**config.mk**
```make
export PLATFORM = sky130hd
export DESIGN_NAME = dvfs_ctrl
export DESIGN_NICKNAME = d
export VERILOG_FILES = /design/src/rtl/dvfs_pkg.sv /design/src/rtl/dvfs_src_sel.sv /design/src/rtl/dvfs_hw_policy.sv /design/src/rtl/dvfs_rail_seq.sv /design/src/rtl/dvfs_ctrl.sv
export SDC_FILE = /design/constraint.sdc
export NUM_CORES = 1
export LEC_CHECK = 0
export ABC_CLOCK_PERIOD_IN_PS = 3800
export BUFFER_PORTS_ARGS = -buffer_cell sky130_fd_sc_hd__buf_2
export CAP_MARGIN = 20
export CORE_ASPECT_RATIO = 2
export CORE_MARGIN = 4
export CORE_UTILIZATION = 41
export DETAILED_ROUTE_END_ITERATION = 7
export PLACE_DENSITY = 0.58
export SKIP_LAST_GASP = 1
export SLEW_MARGIN = 30
export SYNTH_ARGS = -nofsm -noshare
export SYNTH_HDL_FRONTEND = slang
export SYNTH_HIERARCHICAL = 1
export SYNTH_SLANG_ARGS = --single-unit
export TNS_END_PERCENT = 10
```
**constraint.sdc**
```tcl
create_clock -name clk_i -period 3.8 [get_ports clk_i]
set_input_delay 0.76 -clock clk_i [delete_from_list [all_inputs] [get_ports clk_i]]
set_output_delay 0.76 -clock clk_i [all_outputs]
set_load 0.02 [all_outputs]
```
**src/rtl/dvfs_pkg.sv**
```systemverilog
package dvfs_pkg;
  typedef enum logic [1:0] {
    RAIL_OFF  = 2'd0,
    RAIL_LOW  = 2'd1,
    RAIL_HIGH = 2'd2,
    RAIL_RSVD = 2'd3
  } rail_e;

  typedef enum logic [2:0] {
    SQ_IDLE,
    SQ_HALT,
    SQ_RAMP,
    SQ_RELEASE,
    SQ_SETTLE
  } seq_state_e;
endpackage

```
**src/rtl/dvfs_src_sel.sv**
```systemverilog
module dvfs_src_sel
  import dvfs_pkg::*;
#(
  parameter int FREQ_W = 4
) (
  input  logic              static_en_i,
  input  logic [1:0]        static_rail_i,
  input  logic [FREQ_W-1:0] static_freq_i,
  input  logic              sw_en_i,
  input  logic [1:0]        sw_rail_i,
  input  logic [FREQ_W-1:0] sw_freq_i,
  input  rail_e             hw_rail_i,
  input  logic [FREQ_W-1:0] hw_freq_i,
  output rail_e             tgt_rail_o,
  output logic [FREQ_W-1:0] tgt_freq_o
);
  logic [1:0] raw_rail;

  always_comb begin
    if (static_en_i) begin
      raw_rail   = static_rail_i;
      tgt_freq_o = static_freq_i;
    end else if (sw_en_i) begin
      raw_rail   = sw_rail_i;
      tgt_freq_o = sw_freq_i;
    end else begin
      raw_rail   = hw_rail_i;
      tgt_freq_o = hw_freq_i;
    end
  end

  // reserved code maps to off
  always_comb begin
    case (raw_rail)
      2'd1:    tgt_rail_o = RAIL_LOW;
      2'd2:    tgt_rail_o = RAIL_HIGH;
      default: tgt_rail_o = RAIL_OFF;
    endcase
  end
endmodule

```
**src/rtl/dvfs_hw_policy.sv**
```systemverilog
module dvfs_hw_policy
  import dvfs_pkg::*;
#(
  parameter int FREQ_W   = 4,
  parameter int FIFO_W   = 7,
  parameter int FIFO_HI  = 48,
  parameter int WINDOW   = 1024,
  parameter int STALL_HI = 640,
  parameter int STALL_LO = 256,
  parameter int LOW_MAX  = 7,
  parameter int FREQ_RST = 8
) (
  input  logic              clk_i,
  input  logic              rst_ni,
  input  logic              stall_i,
  input  logic [FIFO_W-1:0] fifo_lvl_i,
  output rail_e             hw_rail_o,
  output logic [FREQ_W-1:0] hw_freq_o
);
  localparam int CNT_W = $clog2(WINDOW + 1);
  localparam logic [FREQ_W-1:0] FREQ_MAX = {FREQ_W{1'b1}};

  logic [CNT_W-1:0]  win_q, stall_q, stall_tot;
  logic [FREQ_W-1:0] freq_q;
  logic              win_end, fifo_hi, go_up, go_down;

  assign win_end   = (win_q == CNT_W'(WINDOW - 1));
  assign stall_tot = stall_q + CNT_W'(stall_i);
  assign fifo_hi   = (fifo_lvl_i >= FIFO_W'(FIFO_HI));
  assign go_up     = fifo_hi || (stall_tot < CNT_W'(STALL_LO));
  assign go_down   = !fifo_hi && (stall_tot > CNT_W'(STALL_HI));

  always_ff @(posedge clk_i or negedge rst_ni) begin
    if (!rst_ni) begin
      win_q   <= '0;
      stall_q <= '0;
      freq_q  <= FREQ_W'(FREQ_RST);
    end else if (win_end) begin
      win_q   <= '0;
      stall_q <= '0;
      if (go_up && freq_q != FREQ_MAX)   freq_q <= freq_q + 1'b1;
      else if (go_down && freq_q != '0)  freq_q <= freq_q - 1'b1;
    end else begin
      win_q   <= win_q + 1'b1;
      stall_q <= stall_tot;
    end
  end

  assign hw_freq_o = freq_q;
  assign hw_rail_o = (freq_q > FREQ_W'(LOW_MAX)) ? RAIL_HIGH : RAIL_LOW;


  win_only_chk: assert property (@(posedge clk_i) disable iff (!rst_ni)
    !$stable(freq_q) |-> $past(win_end));
endmodule

```
**src/rtl/dvfs_rail_seq.sv**
```systemverilog
module dvfs_rail_seq
  import dvfs_pkg::*;
#(
  parameter int N_GRP     = 6,
  parameter int FREQ_W    = 4,
  parameter int STEP_MED  = 4,
  parameter int STEP_SLOW = 16
) (
  input  logic              clk_i,
  input  logic              rst_ni,
  input  rail_e             tgt_rail_i,
  input  logic [FREQ_W-1:0] tgt_freq_i,
  input  logic [1:0]        prof_i,
  output logic [N_GRP-1:0]  gate_hi_o,
  output logic [N_GRP-1:0]  gate_lo_o,
  output logic              clk_en_o,
  output logic [FREQ_W-1:0] freq_o
);
  localparam int IDX_W  = (N_GRP > 1) ? $clog2(N_GRP) : 1;
  localparam int WAIT_W = $clog2(STEP_SLOW + 1);

  seq_state_e        state_q;
  rail_e             cur_q, new_q;
  logic [FREQ_W-1:0] freq_q, nfreq_q;
  logic [N_GRP-1:0]  hi_q, lo_q;
  logic [IDX_W-1:0]  grp_q;
  logic [WAIT_W-1:0] wait_q, step_q, step_sel;

  always_comb begin
    case (prof_i)
      2'd0:    step_sel = WAIT_W'(1);
      2'd1:    step_sel = WAIT_W'(STEP_MED);
      default: step_sel = WAIT_W'(STEP_SLOW);
    endcase
  end

  always_ff @(posedge clk_i or negedge rst_ni) begin
    if (!rst_ni) begin
      state_q <= SQ_IDLE;
      cur_q   <= RAIL_OFF;
      new_q   <= RAIL_OFF;
      freq_q  <= '0;
      nfreq_q <= '0;
      hi_q    <= '0;
      lo_q    <= '0;
      grp_q   <= '0;
      wait_q  <= '0;
      step_q  <= WAIT_W'(1);
    end else begin
      case (state_q)
        SQ_IDLE: begin
          if (tgt_rail_i != cur_q) begin
            new_q   <= tgt_rail_i;
            nfreq_q <= tgt_freq_i;
            step_q  <= step_sel;
            state_q <= SQ_HALT;
          end else begin
            freq_q  <= tgt_freq_i;
          end
        end
        SQ_HALT: begin
          grp_q   <= '0;
          wait_q  <= '0;
          state_q <= (new_q == RAIL_OFF) ? SQ_RELEASE : SQ_RAMP;
        end
        SQ_RAMP: begin
          if (wait_q == step_q - 1'b1) begin
            wait_q <= '0;
            if (new_q == RAIL_HIGH) hi_q[grp_q] <= 1'b1;
            else                    lo_q[grp_q] <= 1'b1;
            if (grp_q == IDX_W'(N_GRP - 1)) state_q <= SQ_RELEASE;
            else                            grp_q   <= grp_q + 1'b1;
          end else begin
            wait_q <= wait_q + 1'b1;
          end
        end
        SQ_RELEASE: begin
          // break only after the new bank is fully made
          if (cur_q == RAIL_HIGH) hi_q <= '0;
          if (cur_q == RAIL_LOW)  lo_q <= '0;
          cur_q   <= new_q;
          freq_q  <= nfreq_q;
          state_q <= SQ_SETTLE;
        end
        default: state_q <= SQ_IDLE;
      endcase
    end
  end

  assign gate_hi_o = hi_q;
  assign gate_lo_o = lo_q;
  assign freq_o    = freq_q;
  assign clk_en_o  = (state_q == SQ_IDLE) && (cur_q != RAIL_OFF);


  mbb_chk: assert property (@(posedge clk_i) disable iff (!rst_ni)
    (|hi_q && |lo_q) |-> (&hi_q || &lo_q));


  halt_chk: assert property (@(posedge clk_i) disable iff (!rst_ni)
    !($stable(hi_q) && $stable(lo_q)) |-> !clk_en_o);


  bank_chk: assert property (@(posedge clk_i) disable iff (!rst_ni)
    clk_en_o |-> ((&hi_q && lo_q == '0) || (&lo_q && hi_q == '0)));


  freq_hold_chk: assert property (@(posedge clk_i) disable iff (!rst_ni)
    $past(state_q == SQ_RAMP) |-> $stable(freq_q));
endmodule

```
**src/rtl/dvfs_ctrl.sv**
```systemverilog
module dvfs_ctrl
  import dvfs_pkg::*;
#(
  parameter int N_GATES   = 48,
  parameter int GRP_SIZE  = 8,
  parameter int FREQ_W    = 4,
  parameter int FIFO_W    = 7,
  parameter int FIFO_HI   = 48,
  parameter int WINDOW    = 1024,
  parameter int STALL_HI  = 640,
  parameter int STALL_LO  = 256,
  parameter int LOW_MAX   = 7,
  parameter int FREQ_RST  = 8,
  parameter int STEP_MED  = 4,
  parameter int STEP_SLOW = 16
) (
  input  logic                           clk_i,
  input  logic                           rst_ni,
  input  logic                           static_en_i,
  input  logic [1:0]                     static_rail_i,
  input  logic [FREQ_W-1:0]              static_freq_i,
  input  logic                           sw_en_i,
  input  logic [1:0]                     sw_rail_i,
  input  logic [FREQ_W-1:0]              sw_freq_i,
  input  logic                           stall_i,
  input  logic [FIFO_W-1:0]              fifo_lvl_i,
  input  logic [1:0]                     prof_i,
  output logic [N_GATES/GRP_SIZE-1:0]    gate_hi_o,
  output logic [N_GATES/GRP_SIZE-1:0]    gate_lo_o,
  output logic                           clk_en_o,
  output logic [FREQ_W-1:0]              freq_o
);
  localparam int N_GRP = N_GATES / GRP_SIZE;

  rail_e             hw_rail, tgt_rail;
  logic [FREQ_W-1:0] hw_freq, tgt_freq;

  dvfs_hw_policy #(
    .FREQ_W(FREQ_W), .FIFO_W(FIFO_W), .FIFO_HI(FIFO_HI), .WINDOW(WINDOW),
    .STALL_HI(STALL_HI), .STALL_LO(STALL_LO), .LOW_MAX(LOW_MAX), .FREQ_RST(FREQ_RST)
  ) u_policy (
    .clk_i(clk_i), .rst_ni(rst_ni), .stall_i(stall_i), .fifo_lvl_i(fifo_lvl_i),
    .hw_rail_o(hw_rail), .hw_freq_o(hw_freq)
  );

  dvfs_src_sel #(.FREQ_W(FREQ_W)) u_sel (
    .static_en_i(static_en_i), .static_rail_i(static_rail_i), .static_freq_i(static_freq_i),
    .sw_en_i(sw_en_i), .sw_rail_i(sw_rail_i), .sw_freq_i(sw_freq_i),
    .hw_rail_i(hw_rail), .hw_freq_i(hw_freq),
    .tgt_rail_o(tgt_rail), .tgt_freq_o(tgt_freq)
  );

  dvfs_rail_seq #(
    .N_GRP(N_GRP), .FREQ_W(FREQ_W), .STEP_MED(STEP_MED), .STEP_SLOW(STEP_SLOW)
  ) u_seq (
    .clk_i(clk_i), .rst_ni(rst_ni), .tgt_rail_i(tgt_rail), .tgt_freq_i(tgt_freq),
    .prof_i(prof_i), .gate_hi_o(gate_hi_o), .gate_lo_o(gate_lo_o),
    .clk_en_o(clk_en_o), .freq_o(freq_o)
  );
endmodule

```
==> impl_metrics.py, run 1 <==
metrics = {
    "die": {
        "initial_core_util": 0.4213,
        "core-area_mm2": 0.008351,
        "die-area_mm2": 0.01022,
        "die_h_um": 139.0,
        "num_rows": 47,
        "boundaryPins": 43,
        "fp.dieW_um": 73.51,
    },
    "clock_tree": {
        "insertion_delay_ns": 0.33,
        "ctsResizeCount": 0,
        "cts_sinks": 64,
        "cts_tree": "done",
        "cts_htree_levels": 3,
        "clockBufferDepth": 2,
        "root_buffer": "clkbuf_16",
        "numCtsBuffers": 9,
        "cts_hold_buf": 0,
        "path_clk_slew_ns": 0.05,
        "post-cts-setup-buffers": 0,
    },
    "placement": {
        "place_ws_ns": 0.2004,
        "port_buffers": 38,
        "dp_cells": 471,
        "dp_hpwl_mm": 5.494,
        "gp_congestion": 0.8085,
    },
    "grt": {
        "grt_pass1_wl_mm": 12.17,
        "grt_pass1_vias": 2590,
        "grt_max_degree": 24,
        "grt_overflow": 0,
        "gr-usage-all-layers": 0.1530,
        "antenna_found_initial": 0,
    },
    "routing": {
        "via_count": 2584,
        "drtPass1Iterations": 4,
        "wire_per_inst_um": 14.81,
        "drt_iter0_drc": 133,
        "remaining_drc_errors": 0,
        "viasPerCell": 5.306,
        "routed_wl_mm": 7.214,
        "drtAntennaViolNets": 0,
    },
    "timing": {
        "max_slew_margin": 0.5630,
        "drv_slew": 0,
        "tns_ns": 0,
        "worst_pin_slew_ns": 0.6541,
        "worst_slack_ns": 0.5172,
        "min_period_ns": 3.283,
        "whs_ns": 0.4072,
        "max_freq_mhz": 304.6,
        "fin_skew_ns": 0.004489,
        "period_share": 0.8639,
        "finalHoldViolCount": 0,
        "setup_viol": 0,
        "rsz0062_at_grt": "no",
    },
    "power": {
        "power_frac_clock": 0.311,
        "power_frac_seq": 0.376,
        "p_leak_nw": 1.926,
        "p_comb_frac": 0.313,
        "p_int_w": 0.001788,
        "power_density_mw_per_mm2": 664.4,
        "ir_worst_vdd_mv": 0.3273,
        "swShare": 0.3418,
        "p_sw_w": 0.0009283,
    },
    "worst_hold_path": {
        "hp-class": "in -> async",
    },
    "critical_path": {
        "reg2reg_to": "u_policy/hw_freq_o[3]",
        "crit_arrival_ns": 3.54,
        "crit_type": "in -> reg",
        "r2r_cells": 14,
        "cp_data_required_time_ns": 4.05,
        "start_kind": "primary input",
        "cp-end-kind": "flop",
        "r2r_slack_ns": 0.70,
        "r2r-start": "u_policy/stall_q[0]",
        "critPathMaxFanout": 6,
    },
    "logic_synthesis": {
        "syn-cell-area_mm2": 0.003518,
        "seq_area_frac_synth": 0.4559,
        "synth.distinct_cells": 63,
        "synth_edf_count": 0,
        "synthTopCellsByArea": "dfrtp_1 44%, nand2_1 4.5%, mux2_2 3.8%, xnor2_1 3.7%, xor2_1 3.5%",
        "syn-num-nets": 381,
        "yosysTopAreaCell": "dfrtp_1",
        "synthCells": 345,
        "yosysTopAreaCellShare": 0.4410,
        "ys_ff_latch": 64,
        "ys.flop_type": "dfrtp_1",
        "synth.avg_cell_area_um2": 10.20,
        "yosys_warnings": 6,
        "ys_async_sr_fraction": 1.000,
    },
    "finish": {
        "seq_area_mm2": 0.001604,
        "fill_cells": 797,
        "final_nets": 420,
        "drive_above_1_share": 0.2237,
        "final_util": 0.4895,
        "instances_no_fill": 487,
        "diodes": 0,
        "multi_input_comb_area_mm2": 0.001778,
        "synthToLayoutAreaGrowth_pct": 16.18,
    },
    "job": {
        "drv_cap": 0,
    },
    "status": {
        "status": "completed",
    },
}
critical path: stages:
cell and delay [ns]:
buf_2 0.10, ha_1 0.25, ha_1 0.22, and4_1 0.25, and4_4 0.23, o41ai_2 0.20
a31o_2 0.19, nand2_2 0.11, ha_1 0.30, a21o_1 0.18, a21oi_1 0.13, inv_1 0.06
a211o_1 0.26, a21boi_1 0.15, xnor2_1 0.13
cell families after synthesis:
| group | Yosys count | synth area share |
|---|---|---|
| buf+inv | 26 | 0.03876 |
| fa+ha+maj | 10 | 0.03770 |
| simple gates | 133 | 0.1885 |
| xor+xnor | 29 | 0.07219 |
| flops | 64 | 0.4559 |
| compound gates | 63 | 0.1394 |
| mux | 20 | 0.06757 |
final cells by class:
type / count / area share
Clock buffer: 13 / 0.06612
Sequential cell: 64 / 0.3924
Clock inverter: 3 / 0.009795
Inverter: 10 / 0.009183
Tap cell: 98 / 0.03000
Timing Repair Buffer: 44 / 0.05755
Multi-Input combinational cell: 255 / 0.4350
per-layer routing:
| metal | track usage | up-vias | wire length, um |
|---|---|---|---|
| met1 | 0.1569 | 1234 | 2697 |
| met4 | 0.07354 | 0 | 226 |
| met2 | 0.2757 | 42 | 4053 |
| li1 | - | 1293 | - |
| met5 | 0 | - | 0 |
| met3 | 0.03774 | 15 | 237 |
layout by cell type (no fill, tap or decap), types with 12 or more instances in the layout:
cell type	netlist	final
mux2_2	12	12
buf_2	7	38
nor2_1	29	29
xor2_1	14	14
o21ai_0	15	15
xnor2_1	15	15
nand2_1	42	42
dfrtp_1	62	62
nand3_1	17	17
cells in the mapped netlist, drive strengths merged (9+ instances only):
library cell,n
ha,9
nor2,29
nand3,18
dfrtp,62
xor2,14
o21ai,15
buf,12
xnor2,15
nand2,43
inv,9
mux2,14
registers in the layout (all words and copies together), names as in the netlist:
signal,flops
u_policy/hw_freq_o,4
u_seq/step_q,3
u_seq/cur_q,2
u_seq/new_q,2
u_seq/nfreq_q,4
u_seq/gate_lo_o,6
u_policy/win_q,11
u_seq/gate_hi_o,6
u_seq/wait_q,5
u_seq/freq_o,4
u_seq/grp_q,3
u_seq/state_q,3
u_policy/stall_q,11
power by group through the flow:
stage | Combinational [W] | Sequential [W] | Clock, W
floorplan | 0.000681 | 0.000991 | 0
CTS | 0.000863 | 0.00102 | 0.000867
global route | 0.000946 | 0.00105 | 0.000893
finish | 0.000850 | 0.00102 | 0.000846
detailed placement | 0.000859 | 0.00103 | 0
global placement | 0.000842 | 0.00103 | 0
worst max-delay path by stage:
stage / to / startpoint
final: u_policy/hw_freq_o[3] / stall_i
after CTS: u_policy/hw_freq_o[3] / stall_i
after global placement: u_policy/hw_freq_o[3] / stall_i
after global routing: u_policy/hw_freq_o[3] / stall_i
after floorplan: u_policy/hw_freq_o[3] / stall_i
after detailed placement: u_policy/hw_freq_o[3] / stall_i
per-stage QoR:
step | cell area (um^2) | power (W)
finish | 4088 | 0.002716
global route | 4088 | 0.002889
CTS | 4088 | 0.002753
detailed placement | 3777 | 0.001892
global placement | 3777 | 0.001868
floorplan | 3518 | 0.001672
No activity file was read; power rests on OpenSTA's default activity.
==> run 2, diff against run 1 <==
--- a/config.mk
+++ b/config.mk
@@ -5,7 +5,7 @@
 export SDC_FILE = /design/constraint.sdc
 export NUM_CORES = 1
 export LEC_CHECK = 0
-export ABC_CLOCK_PERIOD_IN_PS = 3800
+export ABC_CLOCK_PERIOD_IN_PS = 3600
 export BUFFER_PORTS_ARGS = -buffer_cell sky130_fd_sc_hd__buf_2
 export CAP_MARGIN = 20
 export CORE_ASPECT_RATIO = 2
==> constraint.sdc (replaced) <==
create_clock -name clk_i -period 3.6 [get_ports clk_i]
set_input_delay 0.72 -clock clk_i [delete_from_list [all_inputs] [get_ports clk_i]]
set_output_delay 0.72 -clock clk_i [all_outputs]
set_load 0.02 [all_outputs]
==> run 2 against run 1 <==
  * First-iteration DRC count up 0.75%
  * Largest power group unchanged
  * Highest routed layer unchanged
  * Worst hold slack improved by 0.062 ns
  * Critical endpoint unchanged
  * Count of clock-buffer cells in the layout is 4 lower
==> impl_metrics.py, run 2 (synthesis gave the netlist of run 1 again) <==
metrics = {
    "critical_path": {
        "critPathMaxFanout": 6,
        "start_kind": "primary input",
        "crit_type": "in -> reg",
        "crit_chain": "buf_2, ha_1, ha_1, and4_1, and4_4, o41ai_2, a31o_2, nand2_2, ha_1, a21o_1, a21oi_1, inv_1, a211o_1, a21boi_1, xnor2_1",
        "crit_top_cell": "ha_1",
        "cp-end-kind": "flop",
        "cp.depth": 15,
        "r2r_cells": 14,
        "crit_path_top_delay_cell": "ha_1",
        "cp_data_required_time_ns": 3.86,
        "crit_arrival_ns": 3.37,
        "crit_buf_inv": 2,
        "critPathMaxStageDelay_ns": 0.28,
        "crit_family": "compound AO/OA/AOI/OAI gates",
    },
    "die": {
        "core-area_mm2": 0.008351,
        "die_h_um": 139.0,
        "num_rows": 47,
        "boundaryPins": 43,
        "initial_core_util": 0.4213,
        "fp.dieW_um": 73.51,
        "die-area_mm2": 0.01022,
    },
    "finish": {
        "synthToLayoutAreaGrowth_pct": 16.29,
        "final_nets": 419,
        "layout_commonest_cell": "dfrtp_1",
        "top_regs": "u_policy/stall_q: 11 flops, u_policy/win_q: 11 flops",
        "layout_common_cells": "62 x dfrtp_1, 42 x nand2_1, 38 x buf_2, 29 x nor2_1, 17 x nand3_1",
        "drive_above_1_share": 0.2242,
        "diodes": 0,
    },
    "clock_tree": {
        "root_buffer": "clkbuf_16",
        "path_clk_slew_ns": 0.06,
        "insertion_delay_ns": 0.33,
        "clockBufferDepth": 2,
        "cts_sinks": 64,
        "cts_htree_levels": 3,
        "cts_hold_buf": 0,
        "post-cts-setup-buffers": 0,
        "numCtsBuffers": 9,
        "cts_tree": "done",
        "ctsResizeCount": 0,
    },
    "placement": {
        "place_ws_ns": 0.1321,
        "gp_congestion": 0.8002,
        "port_buffers": 38,
        "dp_hpwl_mm": 5.297,
    },
    "routing": {
        "highest_layer": "met4",
        "routed_wl_mm": 7.103,
        "met2WireLength_mm": 4.015,
        "wl_met1_mm": 2.615,
        "remaining_drc_errors": 0,
        "drt_iter0_drc": 134,
        "drtPass1Iterations": 4,
        "drtAntennaViolNets": 0,
        "wire_per_inst_um": 14.62,
        "via_count": 2602,
        "route.met3.wl_um": 215,
        "viasPerCell": 5.354,
    },
    "grt": {
        "grt_overflow": 0,
        "gr-usage-all-layers": 0.1546,
        "grt_pass1_vias": 2635,
        "antenna_found_initial": 0,
        "grt_max_degree": 65,
        "grt_pass1_wl_mm": 12.33,
    },
    "timing": {
        "setup_viol": 0,
        "rsz0062_at_grt": "no",
        "fin_skew_ns": 0.003985,
        "max_freq_mhz": 321.9,
        "worst_slack_ns": 0.4938,
        "worst_pin_slew_ns": 0.7968,
        "period_share": 0.8628,
        "tns_ns": 0,
        "max_slew_margin": 0.4688,
        "min_period_ns": 3.106,
        "finalHoldViolCount": 0,
        "drv_slew": 0,
    },
    "status": {
        "status": "completed",
    },
    "worst_hold_path": {
        "hp-class": "reg -> reg",
        "hold_depth": 2,
    },
    "power": {
        "p_leak_nw": 1.913,
        "power_density_mw_per_mm2": 709.5,
        "ir_worst_vdd_mv": 0.3945,
    },
    "job": {
        "drv_cap": 0,
    },
}
## run 2: cell count changes in the layout (fill, tap and decap cells not counted), sizes merged
cell,change
bufinv,+1
clkinvlp,+3
buf,-1
clkbuf,-4
## run 2: through the flow
step                std cells  area, um^2  utilization  total power [W]  hold WS, ns
floorplan                 345        3518            -         0.001765       0.4244
global placement          470        3770       0.4515         0.001972       0.4590
detailed placement        470        3770       0.4515         0.001995       0.4657
CTS                       486        4091       0.4900         0.002942       0.4782
global route              486        4091       0.4900         0.003100       0.4993
finish                    486        4091       0.4900         0.002903       0.4695
## run 2: area by class of cell
cell class / count / area, um^2
clock inverters: 7 / 96.34
multi-input cells: 255 / 1778
inverters: 10 / 37.54
fillers: 796 / 4259
clock buffers: 9 / 225.2
well taps: 98 / 122.6
flip-flops and latches: 64 / 1604
repair buffers: 43 / 227.7
## run 2: power breakdown
part	internal, W	switching [W]	total (W)	leakage [nW]
Sequential	0.000888	0.000192	0.00108	0.833
Combinational	0.000410	0.000482	0.000892	0.932
Clock	0.000605	0.000326	0.000931	0.148
Total	0.00190	0.00100	0.00290	1.91
## run 2: final timing paths
| path | startpoint | endpoint | slack, ns |
|---|---|---|---|
| min reg2reg | u_seq/gate_hi_o[5] | u_seq/gate_hi_o[5] | 0.47 |
| min in group asynchronous | rst_ni | u_policy/win_q[10] | 0.56 |
| max in group asynchronous | rst_ni | u_policy/stall_q[7] | 2.52 |
| min | u_seq/gate_hi_o[5] | u_seq/gate_hi_o[5] | 0.47 |
| max reg2reg | u_policy/stall_q[0] | u_policy/hw_freq_o[3] | 0.62 |
| max | stall_i | u_policy/hw_freq_o[3] | 0.49 |
## run 2: metal layers
| metal | up-vias | GRT usage |
|---|---|---|
| met2 | 37 | 0.2711 |
| li1 | 1292 | - |
| met4 | 0 | 0.08883 |
| met1 | 1253 | 0.1633 |
| met3 | 20 | 0.03193 |
| met5 | - | 0 |
## run 2: worst register-to-register path: stages (launching register included)
cell      delay (ns)
dfrtp_1         0.37
ha_1            0.20
ha_1            0.20
and4_1          0.24
and4_4          0.23
o41ai_2         0.20
a31o_2          0.19
nand2_2         0.11
ha_1            0.28
a21o_1          0.17
a21oi_1         0.13
inv_1           0.06
a211o_1         0.26
a21boi_1        0.15
xnor2_1         0.13
==> run 3, diff against run 2 <==
--- a/config.mk
+++ b/config.mk
@@ -12,7 +12,6 @@
 export CORE_MARGIN = 4
 export CORE_UTILIZATION = 41
 export DETAILED_ROUTE_END_ITERATION = 7
-export PLACE_DENSITY = 0.58
 export SKIP_LAST_GASP = 1
 export SLEW_MARGIN = 30
 export SYNTH_ARGS = -nofsm -noshare
==> run 3 against run 2 <==
  * Setup slack lost 0.036 ns
  * Critical path depth is the same
  * Clock skew grew 0.0015 ns
  * Final area shrank 0.34%
  * Count of clock-buffer cells in the layout grew 4
  * Total power shrank 2.1%
  * Global-route usage shrank 0.40 points
  * Clock power shrank 6.8%
  * Combinational power is essentially flat
  * Core utilization shrank 0.16 points
  * Routed wire length grew 1.9%
  * Register-to-register slack lost 0.03 ns
==> impl_metrics.py, run 3 (synthesis gave the netlist of run 1 again) <==
metrics = {
    "status": {
        "status": "completed",
    },
    "power": {
        "p_leak_nw": 1.920,
        "power_density_mw_per_mm2": 697.0,
        "ir_worst_vdd_mv": 0.3400,
    },
    "timing": {
        "setup_viol": 0,
        "rsz0062_at_grt": "no",
        "max_slew_margin": 0.4573,
        "drv_slew": 0,
        "max_freq_mhz": 318.2,
        "period_share": 0.8729,
        "worst_pin_slew_ns": 0.8141,
        "fin_skew_ns": 0.005523,
        "min_period_ns": 3.142,
        "tns_ns": 0,
        "finalHoldViolCount": 0,
    },
    "routing": {
        "drt_iter0_drc": 123,
        "highest_layer": "met4",
        "routed_wl_mm": 7.235,
        "drtPass1Iterations": 4,
        "remaining_drc_errors": 0,
        "drtAntennaViolNets": 0,
        "wl_met1_mm": 2.807,
        "via_count": 2617,
        "viasPerCell": 5.374,
        "route.met3.wl_um": 352,
        "met2WireLength_mm": 3.900,
        "wire_per_inst_um": 14.86,
    },
    "grt": {
        "gr-usage-all-layers": 0.1507,
        "antenna_found_initial": 0,
        "grt_max_degree": 65,
        "grt_overflow": 0,
        "grt_pass1_wl_mm": 11.81,
        "grt_pass1_vias": 2527,
    },
    "job": {
        "drv_cap": 0,
    },
    "placement": {
        "dp_hpwl_mm": 5.345,
        "gp_congestion": 0.8377,
        "placed_area_mm2": 0.003777,
        "port_buffers": 38,
    },
    "clock_tree": {
        "path_clk_slew_ns": 0.05,
        "cts_hold_buf": 0,
        "post-cts-setup-buffers": 0,
        "ctsResizeCount": 0,
        "numCtsBuffers": 9,
        "root_buffer": "clkbuf_16",
        "insertion_delay_ns": 0.33,
        "cts_tree": "done",
        "cts_htree_levels": 3,
        "cts_sinks": 64,
        "clockBufferDepth": 2,
    },
    "critical_path": {
        "crit_chain": "buf_2, ha_1, ha_1, and4_1, and4_4, o41ai_2, a31o_2, nand2_2, ha_1, a21o_1, a21oi_1, inv_1, a211o_1, a21boi_1, xnor2_1",
        "crit_top_cell": "ha_1",
        "critPathMaxFanout": 6,
        "start_kind": "primary input",
        "crit_buf_inv": 2,
        "critPathMaxStageDelay_ns": 0.29,
        "crit_arrival_ns": 3.40,
        "crit_path_top_delay_cell": "ha_1",
        "crit_type": "in -> reg",
        "cp_data_required_time_ns": 3.86,
        "cp-end-kind": "flop",
        "crit_family": "compound AO/OA/AOI/OAI gates",
    },
    "finish": {
        "diodes": 0,
        "drive_above_1_share": 0.2211,
        "top_regs": "u_policy/stall_q: 11 flops, u_policy/win_q: 11 flops",
        "final_nets": 420,
        "layout_commonest_cell": "dfrtp_1",
        "fill_cells": 806,
        "synthToLayoutAreaGrowth_pct": 15.90,
        "fin_area_mm2": 0.004078,
        "layout_common_cells": "62 x dfrtp_1, 42 x nand2_1, 38 x buf_2, 29 x nor2_1, 17 x nand3_1",
    },
    "worst_hold_path": {
        "hp-class": "reg -> reg",
    },
    "die": {
        "fp.dieW_um": 73.51,
        "num_rows": 47,
        "core-area_mm2": 0.008351,
        "initial_core_util": 0.4213,
        "die_h_um": 139.0,
        "die-area_mm2": 0.01022,
        "boundaryPins": 43,
    },
}
-- run 3: cell count changes in the layout (fill, tap and decap cells not counted) --
cell	previous run	this run
clkinv_4	1	0
clkbuf_1	0	2
clkinv_2	1	2
bufinv_16	2	1
clkinvlp_4	3	0
buf_4	5	6
clkbuf_8	0	2
-- run 3: cell type report --
class / count / area [um^2] / share of cell area
Sequential cell: 64 / 1604 / 0.3934
Multi-Input combinational cell: 255 / 1778 / 0.4360
Inverter: 10 / 37.54 / 0.009205
Timing Repair Buffer: 44 / 235.2 / 0.05769
Clock buffer: 13 / 260.3 / 0.06382
Tap cell: 98 / 122.6 / 0.03007
Clock inverter: 3 / 40.04 / 0.009819
-- run 3: worst reg2reg max path: cells and delay by family (launching register included) --
family	cells	cell delay, ns
AOI/OAI and AO/OA	6	1.12
adders and majority gates	3	0.67
and+or+nand+nor	3	0.58
DFF	1	0.36
xor gates and xnor gates	1	0.14
buffers and inverters	1	0.07
-- run 3: worst paths after layout --
path	end	cells after the start	startpoint	slack, ns
setup / recovery	u_policy/hw_freq_o[3]	15	stall_i	0.46
hold / removal	u_seq/gate_hi_o[5]	2	u_seq/gate_hi_o[5]	0.47
setup reg to reg	u_policy/hw_freq_o[3]	14	u_policy/stall_q[0]	0.59
hold reg to reg	u_seq/gate_hi_o[5]	2	u_seq/gate_hi_o[5]	0.47
max in group asynchronous	u_policy/hw_freq_o[2]	2	rst_ni	2.49
min in group asynchronous	u_seq/gate_lo_o[3]	2	rst_ni	0.54
-- run 3: where the power goes --
part / switching, W / internal, W
registers: 0.000191 / 0.000888
logic: 0.000484 / 0.000410
clock network: 0.000297 / 0.000571
total: 0.000972 / 0.00187
-- run 3: per-stage QoR --
step | worst slack (ns) | utilization | std cells | hold WS (ns) | power (W)
6_report | 0.4576 | 0.4883 | 487 | 0.4695 | 0.002842
5_1_grt | 0.3118 | 0.4883 | 487 | 0.4948 | 0.003032
3_3_place_gp | 0.1732 | 0.4524 | 471 | 0.4578 | 0.001970
4_1_cts | 0.4653 | 0.4883 | 487 | 0.4774 | 0.002882
2_1_floorplan | 0.1304 | - | 345 | 0.4244 | 0.001765
3_5_place_dp | 0.1402 | 0.4524 | 471 | 0.4658 | 0.001992
-- run 3: per-layer routing --
| metal | up-vias | global-route usage |
|---|---|---|
| met3 | 14 | 0.05443 |
| met5 | - | 0 |
| met2 | 47 | 0.2556 |
| met4 | 0 | 0.07259 |
| met1 | 1263 | 0.1593 |
| li1 | 1293 | - |
